<file path="src/rtl/ucode_sequencer.sv">
module ucode_sequencer #(
  parameter int OPW = 8,
  parameter int PHW = 4,
  parameter logic [7:0] FETCH_OP = 8'h00
) (
  input  logic                   clk,
  input  logic                   rst_n,
  input  logic                   carry,
  input  logic [OPW-1:0]         fetch_op,
  output logic [OPW-1:0]         opcode,
  output logic [PHW-1:0]         phase,
  output logic [OPW+PHW:0]       uaddr,
  output logic [PHW+11:0]        uword,
  output logic                   seq_err
);
  localparam int AW = OPW + PHW + 1;
  localparam int WW = PHW + 12;
  localparam logic [PHW-1:0] LAST_PH = {PHW{1'b1}};

  function automatic logic [WW-1:0] rom_word(input logic [AW-1:0] a);
    logic [OPW-1:0] op;
    logic [PHW-1:0] ph;
    logic c, fin, var_b;
    op = a[AW-1 -: OPW];
    ph = a[PHW:1];
    c = a[0];
    fin = 1'b0;
    var_b = 1'b0;
    case (op)
      8'h01: fin = (ph == 1);
      8'h02: begin
        if (ph == 1) begin
          fin = c;
          var_b = c;
        end else begin
          fin = (ph == 2);
        end
      end
      8'h03: begin
        fin = (ph == LAST_PH);
        if (ph == 7) var_b = c;
      end
      8'h04: fin = 1'b0;
      default: fin = (ph == 0);
    endcase
    rom_word = {fin, op[5:0], ph, var_b, 4'b0000};
  endfunction

  logic fin_bit, overflow;

  assign uaddr    = {opcode, phase, carry};
  assign uword    = rom_word(uaddr);
  assign fin_bit  = uword[WW-1];
  assign overflow = !fin_bit && (phase == LAST_PH);

  always_ff @(posedge clk or negedge rst_n) begin
    if (!rst_n) begin
      phase   <= '0;
      opcode  <= FETCH_OP;
      seq_err <= 1'b0;
    end else begin
      seq_err <= overflow;
      if (fin_bit) begin
        phase  <= '0;
        opcode <= fetch_op;
      end else if (overflow) begin
        phase  <= '0;
        opcode <= FETCH_OP;
      end else begin
        phase  <= phase + 1'b1;
      end
    end
  end

  AST_PHASE_STEP: assert property (@(posedge clk) disable iff (!rst_n)
    (!fin_bit && phase != LAST_PH) |=> (phase == $past(phase) + 1'b1) && $stable(opcode));
  AST_END_CLEARS: assert property (@(posedge clk) disable iff (!rst_n)
    fin_bit |=> (phase == '0) && (opcode == $past(fetch_op)));
  AST_NO_OVERFLOW: assert property (@(posedge clk) disable iff (!rst_n)
    overflow |=> seq_err && (opcode == FETCH_OP) && (phase == '0));
  AST_ERR_PULSE: assert property (@(posedge clk) disable iff (!rst_n)
    seq_err |=> !seq_err);
  AST_RESET_STATE: assert property (@(posedge clk)
    !rst_n |-> (phase == '0) && (opcode == FETCH_OP) && !seq_err);
endmodule

</file>
<file path="config.mk">
export PLATFORM = sky130hd
export DESIGN_NAME = ucode_sequencer
export DESIGN_NICKNAME = d
export VERILOG_FILES = /design/src/rtl/ucode_sequencer.sv
export SDC_FILE = /design/constraint.sdc
export NUM_CORES = 1
export LEC_CHECK = 0
export BUFFER_PORTS_ARGS = -buffer_cell sky130_fd_sc_hd__buf_2
export CORE_UTILIZATION = 39
export DETAILED_ROUTE_END_ITERATION = 8
export GPL_ROUTABILITY_DRIVEN = 0
export PLACE_DENSITY = 0.85
export SLEW_MARGIN = 20
export SYNTH_ARGS = -nofsm -noshare
export SYNTH_HDL_FRONTEND = slang
export SYNTH_SLANG_ARGS = --single-unit
</file>
<file path="constraint.sdc">
create_clock -name clk -period 2 [get_ports clk]
set_clock_uncertainty 0.2 [all_clocks]
set_input_delay 0.2 -clock clk [delete_from_list [all_inputs] [get_ports clk]]
set_output_delay 0.2 -clock clk [all_outputs]
set_load 0.1 [all_outputs]
</file>
; Yosys cells after proc, flatten, opt, wreduce, memory -nomap -nowiden
; Cells that the tools add are included.
[op_classes]
reduce_logical = 4
eq_ne = 8
add_sub_neg = 1
n_mux = 9
[ops]
columns = op, count
row1 = $eq A8 B2 Y1 const B, 2
row2 = $mux W8, 2
row3 = $eq A8 B1 Y1 const B, 1
row4 = $eq A8 B3 Y1 const B, 1
row5 = $mux W4, 2
row6 = $add A4 B1 Y4 const B, 1
row7 = $eq A4 B1 Y1 const B, 1
row8 = $eq A4 B2 Y1 const B, 1
row9 = $eq A4 B3 Y1 const B, 1
row10 = $eq A4 B4 Y1 const B, 1
row11 = $logic_not A4 Y1, 1
row12 = $pmux W1 S4, 1
row13 = $mux W1, 3
row14 = $pmux W1 S2, 1
row15 = $reduce_bool A2 Y1, 1
row16 = $logic_and A1 B1 Y1, 1
row17 = $logic_not A1 Y1, 1
[word_totals]
in_bits = 11
elab_cells = 25
reg_bits = 13
output_inout_bits = 42

; Logic depth before layout (Yosys ltp)
; Gate-level depths: netlist (run 1).
[depth]
word_depth = 7
ltp_mapped = 6
mapped_depth_nobuf = 6

; Worst setup path after synthesis (run 1)
; No wires, ideal clock.
[synth_path]
path_kind = register -> output
start = register opcode[5]
end = output port uword[4]
path_stages_with_launch = 5
t_arrival_ns = 3.521
setup_slack_ns = -1.921
t_required_ns = 1.600
path_buffers = 0
cell_sequence = dfrtp_1 -> nor4_4 -> nand4_2 -> mux2_4 -> nor4b_2
[synth_via]
elab_chain_len = 2
elab_cells_between_ends = 3
classes_between = eq/ne (2) / mux (1)
[synth_rtl]
columns = element, line_no
row1 = from (decl), 10  ; output logic [OPW-1:0] opcode,
row2 = from (signal assigned), 65  ; opcode <= fetch_op;
row3 = $eq A8 B2 Y1, 29  ; case (op)
row4 = $pmux W1 S2 (*), 29
row5 = to (decl), 13  ; output logic [PHW+11:0] uword,
; Mark *: on every way between the ends. The rest lies on a longest branch, timed or not.

; Final worst setup path (run 1)
[layout_path]
start = register opcode[6]
end = output port uword[4]
; The elaborated chain is that of the path after synthesis.

==> flow_metrics.tcl, run 1 <==
set metrics [dict create \
    status "complete, but fails checks" \
    violations "setup timing" \
    wl_um 2920 \
    tritoncts "done" \
    rsz0062_at_grt "true" \
    rows 17 \
    syn_avg_cell_area_sq_um 10.3 \
    diodes 0 \
    synth_area_leaders "dfrtp_1 (35%), buf_4 (23%), a22o_1 (6.6%)" \
    port_buffers 48 \
    grt_max_degree 14 \
    yosys_register_bits 13 \
    hold_viol_final 0 \
    yosysWarnings 0 \
    crit_buf_inv 1 \
    reg2reg_depth 8 \
    seqCellArea_sq_um 353 \
    cts_buffers 3 \
    viasPerCell 5.09 \
    grt_usage_pct 23.0 \
    drt_iter0_drc 30 \
    clock_sinks 13 \
    syn_area_sq_um 927 \
    fin_crit_ns 2.50 \
    mostFrequentLayoutCells "buf_2 (46), buf_4 (19), dlygate4sd3_1 (9)" \
    synth.distinct_cells 30 \
    fp.dieW_um 50.8 \
    cp_num_cells 5 \
    multiInputGateArea_sq_um 499 \
    grt_pass1_vias 855 \
    crit_chain "nor4_4 > nand4_2 > mux2_4 > nor4b_4 > buf_12" \
    fin_ws_ns -0.501 \
    clk_pin_slew_ns 0.09 \
    h-tree-depth 1 \
    period_share_pct 125 \
    worstPathMaxFanout 2 \
    cts-root-buf "clkbuf_4" \
    max_cap_violations 0 \
    arrival_ns 2.10 \
    die_area_sq_mm 0.00258 \
    fmax_mhz 400 \
    grt_pass1_wl_um 4290 \
    critPathSlowestCell "dfrtp_4" \
    fillers 169 \
    drive_above_1_share_pct 71.1 \
    start_util_pct 41.5 \
    core_area_sq_mm 0.00223 \
    final_common_cell "buf_2" \
    drc 0 \
    cp-end-kind "primary output" \
    critPathTopFamily "simple AND/OR/NAND/NOR gates" \
    routed-via-count 901 \
    syn_to_final_growth_pct 61.4 \
    setup_viol 13 \
    antenna_left 0 \
    io-pin-count 53 \
    setup.worst_path.start_class "flop" \
    antenna_found_initial 0 \
    worstSkewPairLatency_ns 0.27 \
    drt-wirelength-per-cell_um 16.5 \
    drv_slew 0 \
    synth_top_area_share_pct 35.1 \
    globalRouteOverflowTotal 0 \
    syn-instance-count 90 \
    fin_util_pct 67.0 \
    place_ws_ns -0.200 \
    die_y_um 50.8 \
    cpPeakStageDelay_ns 0.50 \
    crit_type "reg -> out" \
    ys_seq_area_share_pct 35.1 \
    final_nets 165 \
    clockBufferDepth 2 \
    dr.pass1.iters 4 \
    yosysTopAreaCell "dfrtp_1" \
    hold_path.class "in -> async" \
    critPathRequiredTime_ns 1.60 \
]
-- synthesized netlist by cell type --
library cell and count:
o21ai_0 2, o211a_2 1, and2_1 1, xnor2_1 1, nor3_1 2, o221ai_2 1, nor2_1 4, nand4_2 1
inv_1 5, ha_1 4, a32o_1 1, or3_1 1, or3b_1 1, and4b_1 1, nand2b_1 1, a311oi_2 1
clkbuf_1 1, a41o_1 1, conb_1 1, xor2_1 1, nand2_1 1, nor4bb_1 1, buf_4 28, a22o_1 7
and3_1 1, mux2_4 1, dfrtp_1 13, nor4_4 1, nand3_1 4, nor4b_2 1
-- flip-flops by register name, summed over array words and instances (netlist names) --
register	cells
opcode	8
phase	4
seq_err	1
-- timing repair --
item / CTS / global route
cloned: 0 / 1
pin swaps: 10 / 8
hold buffers: 9 / 0
setup endpoints to repair: 13 / 14
setup buffers: 6 / 8
hold endpoints to repair: 21 / 0
resized for setup: 18 / 9
-- metrics by stage --
stage	setup TNS (ns)	hold WS (ns)	std cells	cell area, sq um
6_report	-3.80	0.150	177	1500
5_1_grt	-4.41	0.161	177	1500
3_5_place_dp	-1.31	-0.0983	156	1190
2_1_floorplan	-2.42	-0.296	93	983
3_3_place_gp	-0.711	-0.108	156	1190
4_1_cts	-1.82	0.142	171	1430
-- cell families (layout without fill, tap and decap cells) --
logic type,count (synthesis),count (layout),synth area share (%)
muxes,1,1,1.62
other,1,4,0.404
and+or+nand+nor,21,21,16.3
adders and majority gates,4,4,5.40
DFF,13,13,35.1
buffers and inverters,34,90,25.1
AOI/OAI and AO/OA,14,14,14.2
xor gates and xnor gates,2,2,1.89
-- path summary, 6_finish.rpt --
| kind | from | to | slack (ns) |
|---|---|---|---|
| worst max-delay path | opcode[6]$_DFFE_PN0P_ | uword[4] | -0.50 |
| min in group clk | opcode[3]$_DFFE_PN0P_ | opcode[3]$_DFFE_PN0P_ | 0.44 |
| worst min register to register | opcode[3]$_DFFE_PN0P_ | opcode[3]$_DFFE_PN0P_ | 0.44 |
| worst min-delay path | rst_n | opcode[3]$_DFFE_PN0P_ | 0.15 |
| max in group asynchronous | rst_n | opcode[6]$_DFFE_PN0P_ | 1.20 |
| worst max register to register | phase[0]$_DFF_PN0_ | opcode[5]$_DFFE_PN0P_ | -0.34 |
-- layout make-up --
type                       count  area share, %
multi-input combinational     46           33.4
inverter                       5           1.59
sequential                    13           23.6
timing repair buffer          81           37.4
clock buffer                   4           1.76
tap                           28           2.34
-- routing by layer --
| layer | vias to the layer above | global-route usage (%) | wire (um) |
|---|---|---|---|
| li1 | 402 | - | - |
| met1 | 444 | 25.7 | 1100 |
| met2 | 47 | 43.8 | 1610 |
| met3 | 8 | 1.52 | 137 |
| met4 | 0 | 10.6 | 64 |
| met5 | - | 0 | 0 |
Power of run 1 is left out: the tool's default activity adds up to more than one toggle a clock period on the data nets, which glitch-free logic cannot reach.
==> run 2, diff against run 1 <==
--- a/config.mk
+++ b/config.mk
@@ -5,11 +5,13 @@
 export SDC_FILE = /design/constraint.sdc
 export NUM_CORES = 1
 export LEC_CHECK = 0
-export BUFFER_PORTS_ARGS = -buffer_cell sky130_fd_sc_hd__buf_2
+export CELL_PAD_IN_SITES_DETAIL_PLACEMENT = 0
+export CELL_PAD_IN_SITES_GLOBAL_PLACEMENT = 1
 export CORE_UTILIZATION = 39
 export DETAILED_ROUTE_END_ITERATION = 8
+export DONT_BUFFER_PORTS = 1
 export GPL_ROUTABILITY_DRIVEN = 0
-export PLACE_DENSITY = 0.85
+export PLACE_DENSITY = 0.82
 export SLEW_MARGIN = 20
 export SYNTH_ARGS = -nofsm -noshare
 export SYNTH_HDL_FRONTEND = slang
==> run 2 against run 1 <==
The run still ends with setup timing left. Hold slack better by 0.031 ns. Final area is 8.8% lower. Sequential share of layout area up 3.0 points. Sequential cell count did not move. Largest cell class is now multi-input combinational cells.
==> flow_metrics.tcl, run 2 (synthesized netlist as in run 1, its figures left out) <==
set metrics [dict create \
    antenna_left 0 \
    placed_cells 121 \
    setup.worst_path.start_class "flop" \
    fmax_mhz 398 \
    grt_usage_pct 18.6 \
    clock_sinks 13 \
    critPathRequiredTime_ns 1.60 \
    arrival_ns 2.11 \
    worstPathMaxFanout 2 \
    fin_crit_ns 2.51 \
    tritoncts "done" \
    syn_to_final_growth_pct 47.2 \
    fin_ws_ns -0.510 \
    hpwl_um 1510 \
    hold_path.class "in -> async" \
    hold_viol_final 0 \
    dr.pass1.iters 4 \
    grt_max_degree 14 \
    drive_above_1_share_pct 60.0 \
    drc 0 \
    viasPerCell 5.12 \
    slew_headroom_pct 44.7 \
    status "complete, but fails checks" \
    cts-root-buf "clkbuf_4" \
    period_share_pct 125 \
    mostFrequentLayoutCells "buf_4 (21), dlygate4sd3_1 (9), dfrtp_4 (9)" \
    wl_um 2220 \
    worstMarginPinSlew_ns 0.830 \
    h-tree-depth 1 \
    rsz0062_at_grt "true" \
    final_nets 126 \
    crit_type "reg -> out" \
    grt_pass1_wl_um 3550 \
    drt-wirelength-per-cell_um 16.1 \
    top_register "opcode" \
    grt_pass1_vias 711 \
    final_common_cell "buf_4" \
    stdcell_count 138 \
    core_area_sq_mm 0.00223 \
    worstSkewPairLatency_ns 0.27 \
    io-pin-count 53 \
    clk_pin_slew_ns 0.09 \
    die_area_sq_mm 0.00258 \
    cp-end-kind "primary output" \
    globalRouteOverflowTotal 0 \
    top_regs "opcode: 8 flops, phase: 4 flops, seq_err: 1 flops" \
    antenna_found_initial 0 \
    rows 17 \
    cts_buffers 3 \
    fp.dieW_um 50.8 \
    r2r_slack_ns -0.27 \
    clockBufferDepth 2 \
    routed-via-count 707 \
    die_y_um 50.8 \
    violations "setup timing" \
    drv_slew 0 \
    place_ws_ns -0.189 \
    drt_iter0_drc 8 \
    port_buffers 0 \
    start_util_pct 41.5 \
    max_cap_violations 0 \
    largest_reg_flops 8 \
    diodes 0 \
    setup_viol 14 \
]
[run 2: cell type report]
type                    instances  area (sq um)
well taps                      28          35.0
clock buffers                   4          26.3
flip-flops and latches         13           363
fillers                       183           868
multi-input cells              46           490
repair buffers                 42           427
inverters                       5          23.8
[run 2: critical path, stage by stage, from the launching register on]
cell and delay (ns):
dfrtp_4 0.49, nor4_4 0.33, nand4_2 0.18, mux2_4 0.34, nor4b_4 0.28, buf_12 0.22
[run 2: per-stage QoR]
stage	TNS, ns	util [%]	area (sq um)	hold WS (ns)
6_report	-3.48	61.1	1370	0.181
5_1_grt	-4.29	61.1	1370	0.200
4_1_cts	-2.62	60.3	1350	0.186
3_5_place_dp	-1.90	49.4	1100	-0.295
3_3_place_gp	-1.12	49.4	1100	-0.295
2_1_floorplan	-2.42	-	983	-0.296
[run 2: worst paths after layout]
kind,start,end,depth (start not counted)
setup / recovery,opcode[6]$_DFFE_PN0P_,uword[4],5
hold reg to reg,phase[0]$_DFF_PN0_,phase[1]$_DFF_PN0_,4
hold / removal,rst_n,seq_err$_DFF_PN0_,1
min in group clk,carry,uaddr[0],0
setup reg to reg,phase[1]$_DFF_PN0_,opcode[7]$_DFFE_PN0P_,8
max in group asynchronous,rst_n,opcode[6]$_DFFE_PN0P_,1
[run 2: routing by layer]
layer | up-vias | share of wire, % | track usage [%]
met5 | - | 0 | 0
met2 | 27 | 55 | 33.1
met3 | 4 | 4.0 | 3.33
li1 | 323 | - | -
met1 | 353 | 40 | 22.2
met4 | 0 | 1.4 | 6.48
[run 2: what timing repair did]
item / in CTS / in global routing
setup endpoints to repair: 15 / 14
setup buffers: 4 / 5
hold buffers: 9 / 0
resized for setup: 22 / 3
pin swaps: 10 / 9
endpoints found under the hold margin: 21 / 0
Power of run 2 is left out for the same reason.
